**src/rtl/pwmt_pkg.sv**
```systemverilog
package pwmt_pkg;

    localparam int ADDR_W    = 4;
    localparam int MAX_PAIRS = 3;

    localparam int PAIR_A = 0;
    localparam int PAIR_B = 1;
    localparam int PAIR_E = 2;

    localparam logic [ADDR_W-1:0] ADR_CNT    = 4'd0;
    localparam logic [ADDR_W-1:0] ADR_CMP_A  = 4'd1;
    localparam logic [ADDR_W-1:0] ADR_CMP_B  = 4'd2;
    localparam logic [ADDR_W-1:0] ADR_BUF_A  = 4'd3;
    localparam logic [ADDR_W-1:0] ADR_BUF_B  = 4'd4;
    localparam logic [ADDR_W-1:0] ADR_CMP_E  = 4'd5;
    localparam logic [ADDR_W-1:0] ADR_BUF_E  = 4'd6;
    localparam logic [ADDR_W-1:0] ADR_MODE   = 4'd8;
    localparam logic [ADDR_W-1:0] ADR_TIMING = 4'd9;

    typedef enum logic [1:0] {
        PWM_IDLE = 2'd0,
        PWM_HIGH = 2'd1,
        PWM_LOW  = 2'd2
    } pwm_state_e;

    function automatic logic [ADDR_W-1:0] cmp_addr(input int idx);
        case (idx)
            PAIR_A:  return ADR_CMP_A;
            PAIR_B:  return ADR_CMP_B;
            default: return ADR_CMP_E;
        endcase
    endfunction

    function automatic logic [ADDR_W-1:0] buf_addr(input int idx);
        case (idx)
            PAIR_A:  return ADR_BUF_A;
            PAIR_B:  return ADR_BUF_B;
            default: return ADR_BUF_E;
        endcase
    endfunction

endpackage

```
**src/rtl/pwmt_counter.sv**
```systemverilog
module pwmt_counter #(
    parameter int W = 16
) (
    input  logic         clk,
    input  logic         rst_n,
    input  logic         wr_en,
    input  logic [W-1:0] wdata,
    input  logic [W-1:0] period,
    output logic [W-1:0] cnt,
    output logic         clr
);

    localparam logic [W-1:0] ONE = {{(W-1){1'b0}}, 1'b1};

    assign clr = (cnt == period);

    always_ff @(posedge clk or negedge rst_n) begin
        if (!rst_n) begin
            cnt <= '0;
        end else if (wr_en) begin
            cnt <= wdata;
        end else if (clr) begin
            cnt <= '0;
        end else begin
            cnt <= cnt + ONE;
        end
    end

    AST_CLEAR_WRAPS: assert property (@(posedge clk) disable iff (!rst_n)
        (clr && !wr_en) |=> (cnt == '0));
    AST_COUNT_STEP: assert property (@(posedge clk) disable iff (!rst_n)
        (!clr && !wr_en) |=> (cnt == $past(cnt) + ONE));
    AST_LOAD_WINS: assert property (@(posedge clk) disable iff (!rst_n)
        wr_en |=> (cnt == $past(wdata)));

endmodule

```
**src/rtl/pwmt_pair.sv**
```systemverilog
module pwmt_pair #(
    parameter int W = 16
) (
    input  logic         clk,
    input  logic         rst_n,
    input  logic [W-1:0] cnt,
    input  logic         clr,
    input  logic         pwm_mode,
    input  logic         buf_en,
    input  logic         sel_clr,
    input  logic         wr_cmp,
    input  logic         wr_buf,
    input  logic [W-1:0] wdata,
    output logic [W-1:0] cmp,
    output logic [W-1:0] bufv,
    output logic         match
);

    logic trig;
    logic xfer;

    assign match = (cnt == cmp);
    assign trig  = (pwm_mode && sel_clr) ? clr : match;
    assign xfer  = buf_en && trig;

    always_ff @(posedge clk or negedge rst_n) begin
        if (!rst_n) begin
            cmp <= '0;
        end else if (xfer) begin
            cmp <= bufv;
        end else if (wr_cmp) begin
            cmp <= wdata;
        end
    end

    always_ff @(posedge clk or negedge rst_n) begin
        if (!rst_n) begin
            bufv <= '0;
        end else if (wr_buf) begin
            bufv <= wdata;
        end
    end

    AST_COPY_LOADS: assert property (@(posedge clk) disable iff (!rst_n)
        xfer |=> (cmp == $past(bufv)));
    AST_CLEAR_ONLY_IN_PWM: assert property (@(posedge clk) disable iff (!rst_n)
        (xfer && !match) |-> (pwm_mode && sel_clr && clr));
    AST_SEL_IGNORED_OFF_PWM: assert property (@(posedge clk) disable iff (!rst_n)
        (!pwm_mode && buf_en && match && !wr_cmp) |=> (cmp == $past(bufv)));
    AST_DIRECT_WRITE: assert property (@(posedge clk) disable iff (!rst_n)
        (!buf_en && wr_cmp) |=> (cmp == $past(wdata)));
    AST_HOLD_IDLE: assert property (@(posedge clk) disable iff (!rst_n)
        (!buf_en && !wr_cmp) |=> $stable(cmp));

endmodule

```
**src/rtl/pwmt_regs.sv**
```systemverilog
module pwmt_regs
    import pwmt_pkg::*;
#(
    parameter int W     = 16,
    parameter bit HAS_E = 1'b1
) (
    input  logic                          clk,
    input  logic                          rst_n,
    input  logic                          bus_wr,
    input  logic [ADDR_W-1:0]             bus_addr,
    input  logic [W-1:0]                  bus_wdata,
    input  logic [W-1:0]                  cnt,
    input  logic [MAX_PAIRS-1:0][W-1:0]   cmp,
    input  logic [MAX_PAIRS-1:0][W-1:0]   bufv,
    output logic                          wr_cnt,
    output logic [MAX_PAIRS-1:0]          wr_cmp,
    output logic [MAX_PAIRS-1:0]          wr_buf,
    output logic                          pwm_mode,
    output logic [MAX_PAIRS-1:0]          buf_en,
    output logic [MAX_PAIRS-1:0]          sel_clr,
    output logic [W-1:0]                  bus_rdata
);

    localparam logic [MAX_PAIRS-1:0] PAIR_MASK = HAS_E ? 3'b111 : 3'b011;
    localparam int MODE_W = MAX_PAIRS + 1;

    logic                 pwm_q;
    logic [MAX_PAIRS-1:0] buf_en_q;
    logic [MAX_PAIRS-1:0] sel_q;
    logic                 unused_wdata_hi;

    assign unused_wdata_hi = ^bus_wdata[W-1:MODE_W];

    always_ff @(posedge clk or negedge rst_n) begin
        if (!rst_n) begin
            pwm_q    <= 1'b0;
            buf_en_q <= '0;
            sel_q    <= '0;
        end else if (bus_wr) begin
            if (bus_addr == ADR_MODE) begin
                pwm_q    <= bus_wdata[0];
                buf_en_q <= bus_wdata[MODE_W-1:1] & PAIR_MASK;
            end
            if (bus_addr == ADR_TIMING) begin
                sel_q <= bus_wdata[MAX_PAIRS-1:0] & PAIR_MASK;
            end
        end
    end

    assign pwm_mode = pwm_q;
    assign buf_en   = buf_en_q;
    assign sel_clr  = sel_q;
    assign wr_cnt   = bus_wr && (bus_addr == ADR_CNT);

    always_comb begin
        for (int i = 0; i < MAX_PAIRS; i++) begin
            wr_cmp[i] = bus_wr && (bus_addr == cmp_addr(i));
            wr_buf[i] = bus_wr && (bus_addr == buf_addr(i));
        end
    end

    always_comb begin
        bus_rdata = '0;
        case (bus_addr)
            ADR_CNT:    bus_rdata = cnt;
            ADR_CMP_A:  bus_rdata = cmp[PAIR_A];
            ADR_CMP_B:  bus_rdata = cmp[PAIR_B];
            ADR_BUF_A:  bus_rdata = bufv[PAIR_A];
            ADR_BUF_B:  bus_rdata = bufv[PAIR_B];
            ADR_CMP_E:  bus_rdata = cmp[PAIR_E];
            ADR_BUF_E:  bus_rdata = bufv[PAIR_E];
            ADR_MODE:   bus_rdata[MODE_W-1:0] = {buf_en_q, pwm_q};
            ADR_TIMING: bus_rdata[MAX_PAIRS-1:0] = sel_q;
            default:    bus_rdata = '0;
        endcase
    end

    AST_TIMING_RESERVED_ZERO: assert property (@(posedge clk) disable iff (!rst_n)
        (bus_addr == ADR_TIMING) |-> (bus_rdata[W-1:MAX_PAIRS] == '0));
    AST_MODE_RESERVED_ZERO: assert property (@(posedge clk) disable iff (!rst_n)
        (bus_addr == ADR_MODE) |-> (bus_rdata[W-1:MODE_W] == '0));
    AST_MODE_WRITE: assert property (@(posedge clk) disable iff (!rst_n)
        (bus_wr && bus_addr == ADR_MODE) |=> (pwm_mode == $past(bus_wdata[0])));

endmodule

```
**src/rtl/pwmt_outfsm.sv**
```systemverilog
module pwmt_outfsm
    import pwmt_pkg::*;
(
    input  logic clk,
    input  logic rst_n,
    input  logic pwm_mode,
    input  logic clr,
    input  logic match_b,
    output logic pwm_out
);

    pwm_state_e state_q;
    pwm_state_e state_d;

    always_ff @(posedge clk or negedge rst_n) begin
        if (!rst_n) begin
            state_q <= PWM_IDLE;
        end else begin
            state_q <= state_d;
        end
    end

    always_comb begin
        state_d = state_q;
        unique case (state_q)
            PWM_IDLE: begin
                if (pwm_mode && clr) state_d = PWM_HIGH;
            end
            PWM_HIGH: begin
                if (!pwm_mode)    state_d = PWM_IDLE;
                else if (clr)     state_d = PWM_HIGH;
                else if (match_b) state_d = PWM_LOW;
            end
            PWM_LOW: begin
                if (!pwm_mode) state_d = PWM_IDLE;
                else if (clr)  state_d = PWM_HIGH;
            end
            default: state_d = PWM_IDLE;
        endcase
    end

    always_comb begin
        pwm_out = (state_q == PWM_HIGH);
    end

    AST_HIGH_AFTER_CLEAR: assert property (@(posedge clk) disable iff (!rst_n)
        (pwm_mode && clr) |=> pwm_out);
    AST_LOW_AFTER_DUTY: assert property (@(posedge clk) disable iff (!rst_n)
        (pwm_mode && match_b && !clr) |=> !pwm_out);
    AST_LOW_OFF_PWM: assert property (@(posedge clk) disable iff (!rst_n)
        !pwm_mode |=> !pwm_out);

endmodule

```
**src/rtl/pwm_buf_timer.sv**
```systemverilog
module pwm_buf_timer
    import pwmt_pkg::*;
#(
    parameter int CNT_W = 16,
    parameter bit HAS_E = 1'b1
) (
    input  logic             clk,
    input  logic             rst_n,
    input  logic             bus_wr,
    input  logic [3:0]       bus_addr,
    input  logic [CNT_W-1:0] bus_wdata,
    output logic [CNT_W-1:0] bus_rdata,
    output logic             pwm_out,
    output logic             flag_a,
    output logic             flag_b,
    output logic             flag_e
);

    localparam int NPAIR = HAS_E ? 3 : 2;

    logic [CNT_W-1:0]                  cnt;
    logic                              clr;
    logic                              wr_cnt;
    logic [MAX_PAIRS-1:0]              wr_cmp;
    logic [MAX_PAIRS-1:0]              wr_buf;
    logic                              pwm_mode;
    logic [MAX_PAIRS-1:0]              buf_en;
    logic [MAX_PAIRS-1:0]              sel_clr;
    logic [MAX_PAIRS-1:0][CNT_W-1:0]   cmp;
    logic [MAX_PAIRS-1:0][CNT_W-1:0]   bufv;
    logic [MAX_PAIRS-1:0]              match;
    logic [MAX_PAIRS-1:0]              flag_q;

    pwmt_regs #(.W(CNT_W), .HAS_E(HAS_E)) u_regs (
        .clk       (clk),
        .rst_n     (rst_n),
        .bus_wr    (bus_wr),
        .bus_addr  (bus_addr),
        .bus_wdata (bus_wdata),
        .cnt       (cnt),
        .cmp       (cmp),
        .bufv      (bufv),
        .wr_cnt    (wr_cnt),
        .wr_cmp    (wr_cmp),
        .wr_buf    (wr_buf),
        .pwm_mode  (pwm_mode),
        .buf_en    (buf_en),
        .sel_clr   (sel_clr),
        .bus_rdata (bus_rdata)
    );

    pwmt_counter #(.W(CNT_W)) u_counter (
        .clk    (clk),
        .rst_n  (rst_n),
        .wr_en  (wr_cnt),
        .wdata  (bus_wdata),
        .period (cmp[PAIR_A]),
        .cnt    (cnt),
        .clr    (clr)
    );

    for (genvar i = 0; i < MAX_PAIRS; i++) begin : g_pair
        if (i < NPAIR) begin : g_on
            pwmt_pair #(.W(CNT_W)) u_pair (
                .clk      (clk),
                .rst_n    (rst_n),
                .cnt      (cnt),
                .clr      (clr),
                .pwm_mode (pwm_mode),
                .buf_en   (buf_en[i]),
                .sel_clr  (sel_clr[i]),
                .wr_cmp   (wr_cmp[i]),
                .wr_buf   (wr_buf[i]),
                .wdata    (bus_wdata),
                .cmp      (cmp[i]),
                .bufv     (bufv[i]),
                .match    (match[i])
            );

            always_ff @(posedge clk or negedge rst_n) begin
                if (!rst_n) begin
                    flag_q[i] <= 1'b0;
                end else begin
                    flag_q[i] <= match[i];
                end
            end
        end else begin : g_off
            assign cmp[i]    = '0;
            assign bufv[i]   = '0;
            assign match[i]  = 1'b0;
            assign flag_q[i] = 1'b0;
        end
    end

    pwmt_outfsm u_outfsm (
        .clk      (clk),
        .rst_n    (rst_n),
        .pwm_mode (pwm_mode),
        .clr      (clr),
        .match_b  (match[PAIR_B]),
        .pwm_out  (pwm_out)
    );

    assign flag_a = flag_q[PAIR_A];
    assign flag_b = flag_q[PAIR_B];
    assign flag_e = flag_q[PAIR_E];

    AST_FLAG_FOLLOWS_MATCH: assert property (@(posedge clk) disable iff (!rst_n)
        match[PAIR_B] |=> flag_b);
    AST_FLAG_A_ON_CLEAR: assert property (@(posedge clk) disable iff (!rst_n)
        clr |=> flag_a);
    AST_RESET_QUIET: assert property (@(posedge clk)
        !rst_n |-> (!pwm_out && !flag_a && !flag_b && !flag_e));

endmodule

```
**config.mk**
```make
export PLATFORM = sky130hd
export DESIGN_NAME = pwm_buf_timer
export DESIGN_NICKNAME = d
export VERILOG_FILES = /design/src/rtl/pwmt_pkg.sv /design/src/rtl/pwmt_counter.sv /design/src/rtl/pwmt_pair.sv /design/src/rtl/pwmt_regs.sv /design/src/rtl/pwmt_outfsm.sv /design/src/rtl/pwm_buf_timer.sv
export SDC_FILE = /design/constraint.sdc
export NUM_CORES = 1
export LEC_CHECK = 0
export ABC_AREA = 0
export BUFFER_PORTS_ARGS = -buffer_cell sky130_fd_sc_hd__buf_2
export CAP_MARGIN = 5
export CORE_MARGIN = 2
export CORE_UTILIZATION = 40
export DETAILED_ROUTE_END_ITERATION = 12
export HOLD_SLACK_MARGIN = 0.03
export PLACE_DENSITY = 0.66
export SLEW_MARGIN = 20
export SYNTH_ARGS = -nofsm -noshare
export SYNTH_HDL_FRONTEND = slang
export SYNTH_SLANG_ARGS = --single-unit
```
**constraint.sdc**
```tcl
create_clock -name clk -period 3 [get_ports clk]
set_input_delay 0.15 -clock clk [delete_from_list [all_inputs] [get_ports clk]]
set_output_delay 0.15 -clock clk [all_outputs]
set_load 0.1 [all_outputs]
```
==> results.md, run 1 <==
- Global routing used roughly 22% of the available tracks across all layers.
- Entering global routing, the biggest net connects 73 pins.
- The portion of synthesized area spent on multiplexers is between 20% and 30%.
- The post-synthesis net count is 586.
- The final routed DRC violation total is 0.
- The clock root buffer is clkbuf_16.
- The library cells used most frequently in the layout, excluding fill and tap cells, are mux2_2 (129), dfrtp_1 (124), xnor2_1 (54).
- The worst-case clock skew is approximately 0.009 ns.
- The time the final worst path needs with I/O delays and setup is 2.48 ns.
- The count of different cell masters after synthesis is between 40 and 50.
- The area growth from synthesis to layout is 15.9%.
- The initial cell density of the core is approximately two fifths.
- The number of global-route vias before repair is approximately 5200.
- The sequential area share after synthesis is 45.2%.
- From bottom edge to top edge, the die measures about 140 um.
- After synthesis, the mean cell area works out to ~12 um^2.
- The adder-cell share of the synthesized area is less than 1%.
- Summed over all failing endpoints, the final setup total negative slack is 0 ns.
- The number of detailed-routing iterations run before antenna repair is 7.
- The critical path arrival is around 2.8 ns.
- The antenna cell count is 0.
- The first-pass GRT wire length is about 30 mm.
- For this design the total switching power over the nets is roughly 2.1 mW.
- In the synthesized netlist, the number of instances is 562.
- The routed wirelength normalized by instance count is about 23 um.
- The signal on the critical path passes through xnor2_1 > nand4_1 > nor4_2 > a22oi_2 > buf_4 > mux2_4.
- In this run the most used layer during global routing was met2.
- In this run the worst path has a maximum fanout of 16.
- Using the TritonRoute via totals, the vias-per-cell ratio works out to 6.03.
- The share of total power dissipated in sequential elements is 41.6%.
- After floorplanning, the core was sized to cover between 0.015 and 0.02 mm^2.
- The share of post-route cells with drive strength above 1 is ~41%.
- Of the available clock period, the critical path in the final layout requires 82.6%.
- The worst hold path belongs to the class in2reg.
- The compound-gate portion of the synthesized area is just under 9%.
- The synthesized netlist devotes 8.83% of its cell area to simple gates.
- The maximum cell stage delay along the critical path is ~0.6 ns.
- The async set or reset register ratio after synthesis is 100%.
- The clock drives approximately 120 sinks.
- The post-cts repair resize count is 0.
- The post-synthesis cell area is between 0.006 and 0.007 mm^2.
- Leaving out fill and tap cells, the most frequent cell in the layout is mux2_2.
- The net count of the finished layout is between 600 and 700.
- The clock slew seen by the registers of the worst setup and hold paths is about 0.060 ns.
- The run finished with clean final reports.
- The flip-flop and latch count after synthesis is ~120.
- IR analysis of the VDD net gives a maximum drop of between 0.4 and 0.5 mV.
- After legalization and detailed placement, the total HPWL measured 13.0 mm.
- The share of total power in the clock network is approximately a third.
- The met2 track utilization from global routing is 34.8%.
- Data on the critical path is required at its endpoint by 3.30 ns.
- The placer congestion estimate is approximately 0.95.
- The combinational family with the most area after synthesis is multiplexers.
- The initial antenna violation count is 0.
- The number of core rows is 47.
- The post-synthesis share of cell area spent on xor and xnor gates is a little under 8%.
- The core occupancy in the finished layout is between 40% and 50%.
- In this run the power density over the cells is between 800 and 900 mW/mm^2.
- In this run, CTS created clock tree buffers numbering 17.
- The total number of H-tree levels is 4.
- The total detailed-routing wirelength is around 19 mm.
- The residual antenna-violating net count after detailed routing is 0.
- The number of max-capacitance violations reported is 0.
- The total overflow left after global routing is 0.
- The number of pins with negative max-slew slack in the final report is 0.
- The global routing usage on met3 is around 4.3%.
- The worst setup path category is reg2reg.
- The startpoint kind of the worst setup timing path is a flop.
- The number of synthesized flops with an enable pin is 0.
- The area enclosed by the die boundary is 0.0182 mm^2.
- Setup repair after global routing left no endpoint under its margin.
- Counting along the longest clock path gives a buffer depth of 2.
- The die width is approximately 140 um.
- In this run the tool buffered the top-level ports with between 40 and 50 buffer cells.
- For flop-to-flop paths, the worst setup slack is around 0.52 ns.
- The headroom to the max-slew limit is roughly a third.
- The master of the slowest instance on the critical path is nor4_2.
- The vias after detailed routing is a little over 5000.
- TritonCTS built the clock tree.
- The later-pin clock latency in the skew report is between 0.4 and 0.5 ns.
- The share of total power in combinational logic is between 20% and 30%.
- 43 I/O pins were placed.
- For this block, the initial DRC count from the detailed router was 577.
- Setup violations remaining at the end of the flow were counted as 0.
- The worst setup path is captured at a flop.
- The number of warnings reported in the yosys synthesis log is 0.
- The most used flip-flop cell after synthesis is dfrtp_1.
- The leakage power total is ~3.4 nW.
- The cell internal power dissipation is ~4.3 mW.
- The final count of hold timing violations is 0.
- The switching part of the total is about a third.
- The maximum achievable frequency is approximately 400 MHz.
- The routing usage on met1 is just under 30%.
- The transition time at the pin with the least slew margin is between 1 and 1.5 ns.
==> synth_stat cells, types with 5 or more instances <==
cell	count	area share (%)
a22oi_1	28	3.1
nand2_1	28	1.5
xnor2_1	54	6.9
xor2_1	8	1.0
o21ai_0	8	0.58
clkbuf_1	12	0.66
nand3_1	20	1.5
buf_2	22	1.6
nor2_1	9	0.49
a222oi_1	16	2.3
o31ai_1	9	0.98
nor2b_1	5	0.46
mux2_2	129	21
nand4_1	16	1.5
mux2_4	20	4.4
dfrtp_1	124	45
==> critical path: cells and delay by family, from the launching register on <==
kind,cells,cell delay [ns]
DFF,1,0.46
muxes,1,0.33
buffers and inverters,1,0.28
xor gates and xnor gates,1,0.35
AOI/OAI and AO/OA,1,0.16
and+or+nand+nor,2,0.77
==> power groups by stage <==
| stage | Clock [mW] | Sequential [mW] | Combinational [mW] |
|---|---|---|---|
| 2_1_floorplan | 0 | 2.33 | 1.58 |
| 3_3_place_gp | 0 | 2.65 | 1.64 |
| 3_5_place_dp | 0 | 2.67 | 1.67 |
| 4_1_cts | 2.08 | 2.65 | 1.69 |
| 5_1_grt | 2.15 | 2.72 | 1.82 |
| 6_report | 2.05 | 2.66 | 1.69 |
==> area by class of cell <==
type | instances | area, um^2
Clock buffer | 23 | 508
Clock inverter | 6 | 85.1
Fill cell | 1520 | 8740
Inverter | 1 | 3.75
Multi-Input combinational cell | 395 | 3560
Sequential cell | 124 | 3100
Tap cell | 220 | 275
Timing Repair Buffer | 69 | 433
==> registers in the layout, indices dropped and copies added (netlist names) <==
register and flops:
flag_a 1, flag_b 1, flag_e 1, g_pair.g_on.u_pair.bufv 48, g_pair.g_on.u_pair.cmp 48, u_counter.cnt 16
u_outfsm.state_q 2, u_regs.buf_en 3, u_regs.pwm_mode 1, u_regs.sel_clr 3
==> timing repair <==
action                                  4_1_cts  5_1_grt
endpoints found under the hold margin        75        0
endpoints found under the setup margin        0        0
hold buffers                                  7        0
buffers inserted                              0        0
==> logic make-up after synthesis <==
group	after synthesis
mux	151
fa+ha+maj	1
compound gates	76
buf+inv	43
xor+xnor	62
flops	124
simple gates	105
==> per-stage QoR <==
| step | area [um^2] | setup WS, ns | std cells | hold WS (ns) | total power [mW] |
|---|---|---|---|---|---|
| floorplan | 6870 | 0.709 | 562 | -0.146 | 3.91 |
| global placement | 7300 | 0.659 | 802 | 0.326 | 4.29 |
| detailed placement | 7300 | 0.544 | 802 | 0.344 | 4.34 |
| CTS | 7960 | 0.542 | 838 | 0.0319 | 6.42 |
| global route | 7960 | 0.401 | 838 | 0.0654 | 6.69 |
| finish | 7960 | 0.521 | 838 | 0.0356 | 6.40 |
==> worst paths after layout <==
| kind | from | endpoint | cells past startpoint |
|---|---|---|---|
| setup / recovery | u_counter.cnt[10] | g_pair[1].g_on.u_pair.cmp[11] | 6 |
| hold / removal | bus_wdata[15] | u_counter.cnt[15] | 3 |
| setup reg to reg | u_counter.cnt[10] | g_pair[1].g_on.u_pair.cmp[11] | 6 |
| min in group asynchronous | rst_n | g_pair[1].g_on.u_pair.bufv[12] | 2 |
| max in group asynchronous | rst_n | g_pair[2].g_on.u_pair.bufv[2] | 3 |
| hold reg to reg | g_pair[1].g_on.u_pair.bufv[5] | g_pair[1].g_on.u_pair.cmp[5] | 1 |
==> layer usage <==
metal,share of wire (%),up-vias
met4,3.5,0
met1,42,2598
li1,-,2174
met3,7.3,47
met2,47,235
met5,0,-
Note: power is estimated with default switching activity, not from simulation.
==> run 2, diff against run 1 <==
--- a/config.mk
+++ b/config.mk
@@ -5,14 +5,14 @@
 export SDC_FILE = /design/constraint.sdc
 export NUM_CORES = 1
 export LEC_CHECK = 0
-export ABC_AREA = 0
+export ABC_AREA = 1
 export BUFFER_PORTS_ARGS = -buffer_cell sky130_fd_sc_hd__buf_2
 export CAP_MARGIN = 5
 export CORE_MARGIN = 2
 export CORE_UTILIZATION = 40
 export DETAILED_ROUTE_END_ITERATION = 12
 export HOLD_SLACK_MARGIN = 0.03
-export PLACE_DENSITY = 0.66
+export PLACE_DENSITY = 0.68
 export SLEW_MARGIN = 20
 export SYNTH_ARGS = -nofsm -noshare
 export SYNTH_HDL_FRONTEND = slang
==> constraint.sdc (replaced) <==
create_clock -name clk -period 2 [get_ports clk]
set_input_delay 0.1 -clock clk [delete_from_list [all_inputs] [get_ports clk]]
set_output_delay 0.1 -clock clk [all_outputs]
set_load 0.1 [all_outputs]
==> results.md, run 2 <==
- The leakage power total is 4.80 nW (was 3.39 nW).
- The initial antenna violation count is 0 (unchanged).
- The vias after detailed routing came to 7876 (was 5054).
- The global-route congestion overflow total is 0 (unchanged).
- Cell types with the highest counts after synthesis: nand2_1 (390), inv_1 (126), dfrtp_1 (124) (was mux2_2 (129), dfrtp_1 (124), xnor2_1 (54)).
- The primary flip-flop cell chosen by synthesis mapping is dfrtp_1 (unchanged).
- The power per unit of standard cell area is 1190 mW/mm^2 (was 804 mW/mm^2).
- The first-pass GRT wire length is 43.0 mm (was 30.3 mm).
- The total detailed-routing wirelength was 27.7 mm (was 19.1 mm).
- The antenna cell count is 0 (unchanged).
- The post-synthesis cell area is 0.00736 mm^2 (was 0.00687 mm^2).
- The worst endpoint required time came to 1.90 ns (was 3.30 ns).
- The count of different cell masters after synthesis is 34 (was 45).
- The worst hold slack across all endpoints was 0.0353 ns (was 0.0356 ns).
- The via count normalized by instance count was 5.69 (was 6.03).
- The type of destination of the critical path is a primary output (was flop).
- The final critical-path setup slack is 0.119 ns (was 0.521 ns).
- The sequential area share after synthesis is 42.1% (was 45.2%).
- The endpoint of the worst register-to-register path is g_pair[2].g_on.u_pair.cmp[6] (was g_pair[1].g_on.u_pair.cmp[11]).
- The clock slew seen by the registers of the worst setup and hold paths is 0.06 ns (about the same).
- The number of detailed-routing iterations run before antenna repair was 5 (was 7).
- The number of warnings reported in the yosys synthesis log is 0 (unchanged).
- The highest ir drop seen on vdd was 0.603 mV (was 0.440 mV).
- The transition time at the pin with the least slew margin is 0.827 ns (was 1.01 ns).
- The post-layout total power is 11.0 mW (was 6.40 mW).
- The worst setup path category is reg2out (was reg2reg).
- The final count of hold timing violations is 0 (unchanged).
- The length in cells of the worst reg-to-reg path is 12 (was 6).
- The number of synthesized flops with an enable pin is 0 (unchanged).
- The number of port buffers was 42 (unchanged).
- The maximum cell stage delay along the critical path was 0.45 ns (was 0.60 ns).
- The number of core rows came to 49 (was 47).
- The placer congestion estimate is 0.964 (was 0.948).
- The kind of cell adding the most delay to the critical path is compound AO/OA/AOI/OAI gates (was simple AND/OR/NAND/NOR gates).
- The final routed DRC violation total was 0 (unchanged).
- The portion of synthesized cell area occupied by the leading cell type is 42.1% (was 45.2%).
- The area growth from synthesis to layout came to 25.3% (was 15.9%).
- Most frequent cells in the layout: nand2_1 (388), inv_1 (124), dfrtp_1 (114) (was mux2_2 (129), dfrtp_1 (124), xnor2_1 (54)).
- The share of post-route cells with drive strength above 1 is 15.5% (was 41.4%).
- The number of global-route vias before repair is 7427 (was 5187).
- The start of the worst register-to-register path is u_counter.cnt[13] (was u_counter.cnt[10]).
- The pin count of the biggest net entering global routing came to 50 (was 73).
- The worst hold path depth is 3 (unchanged).
- The endpoint of the worst hold-timing path was u_counter.cnt[13] (was u_counter.cnt[15]).
- The residual antenna-violating net count after detailed routing is 0 (unchanged).
- The area enclosed by the die boundary is 0.0195 mm^2 (was 0.0182 mm^2).
- The headroom to the max-slew limit is 44.8% (was 32.5%).
- The flop-to-flop setup slack is 0.13 ns (was 0.52 ns).
- The most common cell after layout, fill and taps aside is nand2_1 (was mux2_2).
- The placeable core region is 0.0180 mm^2 (was 0.0167 mm^2).
- The final-stage net count came to 1167 (was 632).
- The largest fanout on the critical path is 5 (was 16).
- The cell count after placement came to 1333 (was 802).
- The beginning of the worst hold path is bus_wdata[13] (was bus_wdata[15]).
- The overall track demand over capacity in global routing is 28.7% (was 22.1%).
- The TritonCTS clock tree is yes (unchanged).
- The HPWL reported at the end of detailed placement is 19.4 mm (was 13.0 mm).
- The master of the slowest instance on the critical path is dfrtp_2 (was nor4_2).
- For the finished layout, the period the worst path requires is approximately 1.9 ns.
- Chain of cells forming the critical path: inv_1 > o22ai_1 > a21oi_1 > o211ai_1 > buf_12 (was xnor2_1 > nand4_1 > nor4_2 > a22oi_2 > buf_4 > mux2_4).
- The TritonCTS buffer count is 17 (unchanged).
- Cell types with the largest area share after synthesis: dfrtp_1 (42%), nand2_1 (20%), nand3_1 (6.5%), inv_1 (6.4%), o21ai_0 (4.3%) (was dfrtp_1 (45%), mux2_2 (21%), xnor2_1 (6.9%), mux2_4 (4.4%), a22oi_1 (3.1%)).
- The later-pin clock latency in the skew report is 0.43 ns (was 0.42 ns).
- The async set or reset register ratio after synthesis is 100% (unchanged).
- The vertical die dimension came to 140 um (was 135 um).
- The clock root buffer is clkbuf_16 (unchanged).
- Run status: finished, final reports clean (unchanged).
- The flip-flop and latch count after synthesis is 124 (unchanged).
- The number of pins with negative max-slew slack in the final report is 0 (unchanged).
- The violation count after the first detailed-route iteration is 1057 (was 577).
- The cell type with the highest aggregate area in the netlist is dfrtp_1 (unchanged).
- The die width came to 140 um (was 135 um).
- The startpoint kind of the worst setup timing path is a flop (unchanged).
- The count of endpoints failing setup in the final report is 0 (unchanged).
- The post-synthesis net count was 1073 (was 586).
- The worst-case setup slack after placement is 0.0293 ns (was 0.544 ns).
- The initial cell density of the core is 40.9% (was 41.1%).
- The total number of H-tree levels is 4 (unchanged).
- The number of max-capacitance violations reported is 0 (unchanged).
- The post-synthesis area per instance came to 7.02 um^2 (was 12.2 um^2).
- The number of standard cells in the layout, taps in and fillers out is 1385 (was 838).
- The maximum clock insertion buffer count is 2 (unchanged).
- The worst-case clock skew came to 0.00822 ns (was 0.00874 ns).
- The number of instances in the synthesized netlist was 1049 (was 562).
- The number of cells on the critical path is 5 (was 6).
- The critical path arrival was 1.78 ns (was 2.78 ns).
- The number of buffer and inverter stages on the critical path is 2 (was 1).
- The maximum achievable frequency is about 530 MHz.
- Registers with the most flip-flops: g_pair.g_on.u_pair.bufv x48, g_pair.g_on.u_pair.cmp x48, u_counter.cnt x16 (unchanged).
- The routed wirelength normalized by instance count came to 20.0 um (was 22.8 um).
- The most frequent cell after synthesis is nand2_1 (was mux2_2).
- The sink count of the clock tree is 124 (unchanged).
- The worst hold-check path type is in2reg (unchanged).
- The count of pins on the block boundary is 43 (unchanged).
- The share of the clock period used by the worst path after layout is about 94%.
run 2: worst max-delay path by stage:
stage / start / end / slack [ns]
2_1_floorplan: bus_addr[2] / bus_rdata[14] / -0.04
3_3_place_gp: u_counter.cnt[13] / u_counter.cnt[7] / 0.03
3_5_place_dp: u_counter.cnt[3] / g_pair[1].g_on.u_pair.cmp[7] / 0.03
4_1_cts: u_counter.cnt[13] / u_counter.cnt[0] / 0.002
5_1_grt: u_counter.cnt[11] / g_pair[1].g_on.u_pair.cmp[11] / -0.01
6_report: u_counter.cnt[14] / bus_rdata[14] / 0.12
run 2: worst reg2reg max path: stages (launching register included):
cell,delay (ns)
dfrtp_2,0.43
inv_2,0.09
nand2_1,0.06
nand2_1,0.06
nor2_1,0.14
nand2_1,0.12
nor2_2,0.14
nand2_4,0.13
nand2_4,0.13
nand3_4,0.09
buf_12,0.18
nand3_1,0.10
nand2_1,0.07
run 2: cells by family after synthesis:
logic type                 count (synthesis)  synth area share, %
AOI/OAI and AO/OA                        143                 11.3
xor gates and xnor gates                  12                 1.43
adders and majority gates                  1                0.170
buffers and inverters                    183                 10.5
DFF                                      124                 42.1
and+or+nand+nor                          586                 34.5
run 2: what timing repair did:
action / 4_1_cts / 5_1_grt
gates resized for setup: 0 / 19
endpoints found under the hold margin: 54 / 0
setup endpoints to repair: 0 / 62
hold buffers: 16 / 0
setup buffers: 0 / 2
run 2: area by class of cell:
cell class / count / area, um^2
fill: 1755 / 8800
multi-input combinational: 744 / 3560
sequential: 124 / 3120
timing repair buffer: 117 / 1180
inverter: 139 / 529
clock buffer: 24 / 462
tap: 229 / 287
clock inverter: 8 / 92.6
run 2: metrics by stage:
stage | area [um^2] | utilization (%) | setup TNS [ns]
after floorplan | 7400 | - | -0.0963
after global placement | 8430 | 46.8 | 0
after detailed placement | 8430 | 46.8 | 0
after CTS | 9150 | 50.7 | 0
after global routing | 9230 | 51.2 | -0.0217
final | 9230 | 51.2 | 0
run 2: metal layers:
| metal | up-vias | wire length [um] | track usage [%] |
|---|---|---|---|
| met1 | 3729 | 11500 | 39.2 |
| met4 | 0 | 1310 | 14.2 |
| met5 | - | 0 | 0 |
| met2 | 462 | 12400 | 43.6 |
| li1 | 3595 | - | - |
| met3 | 90 | 2590 | 5.92 |
run 2: report_power, final:
| group | leakage (nW) | internal, mW | switching [mW] |
|---|---|---|---|
| Sequential | 1.53 | 3.27 | 0.823 |
| Combinational | 3.00 | 1.43 | 2.45 |
| Clock | 0.272 | 1.85 | 1.14 |
| Total | 4.80 | 6.56 | 4.41 |
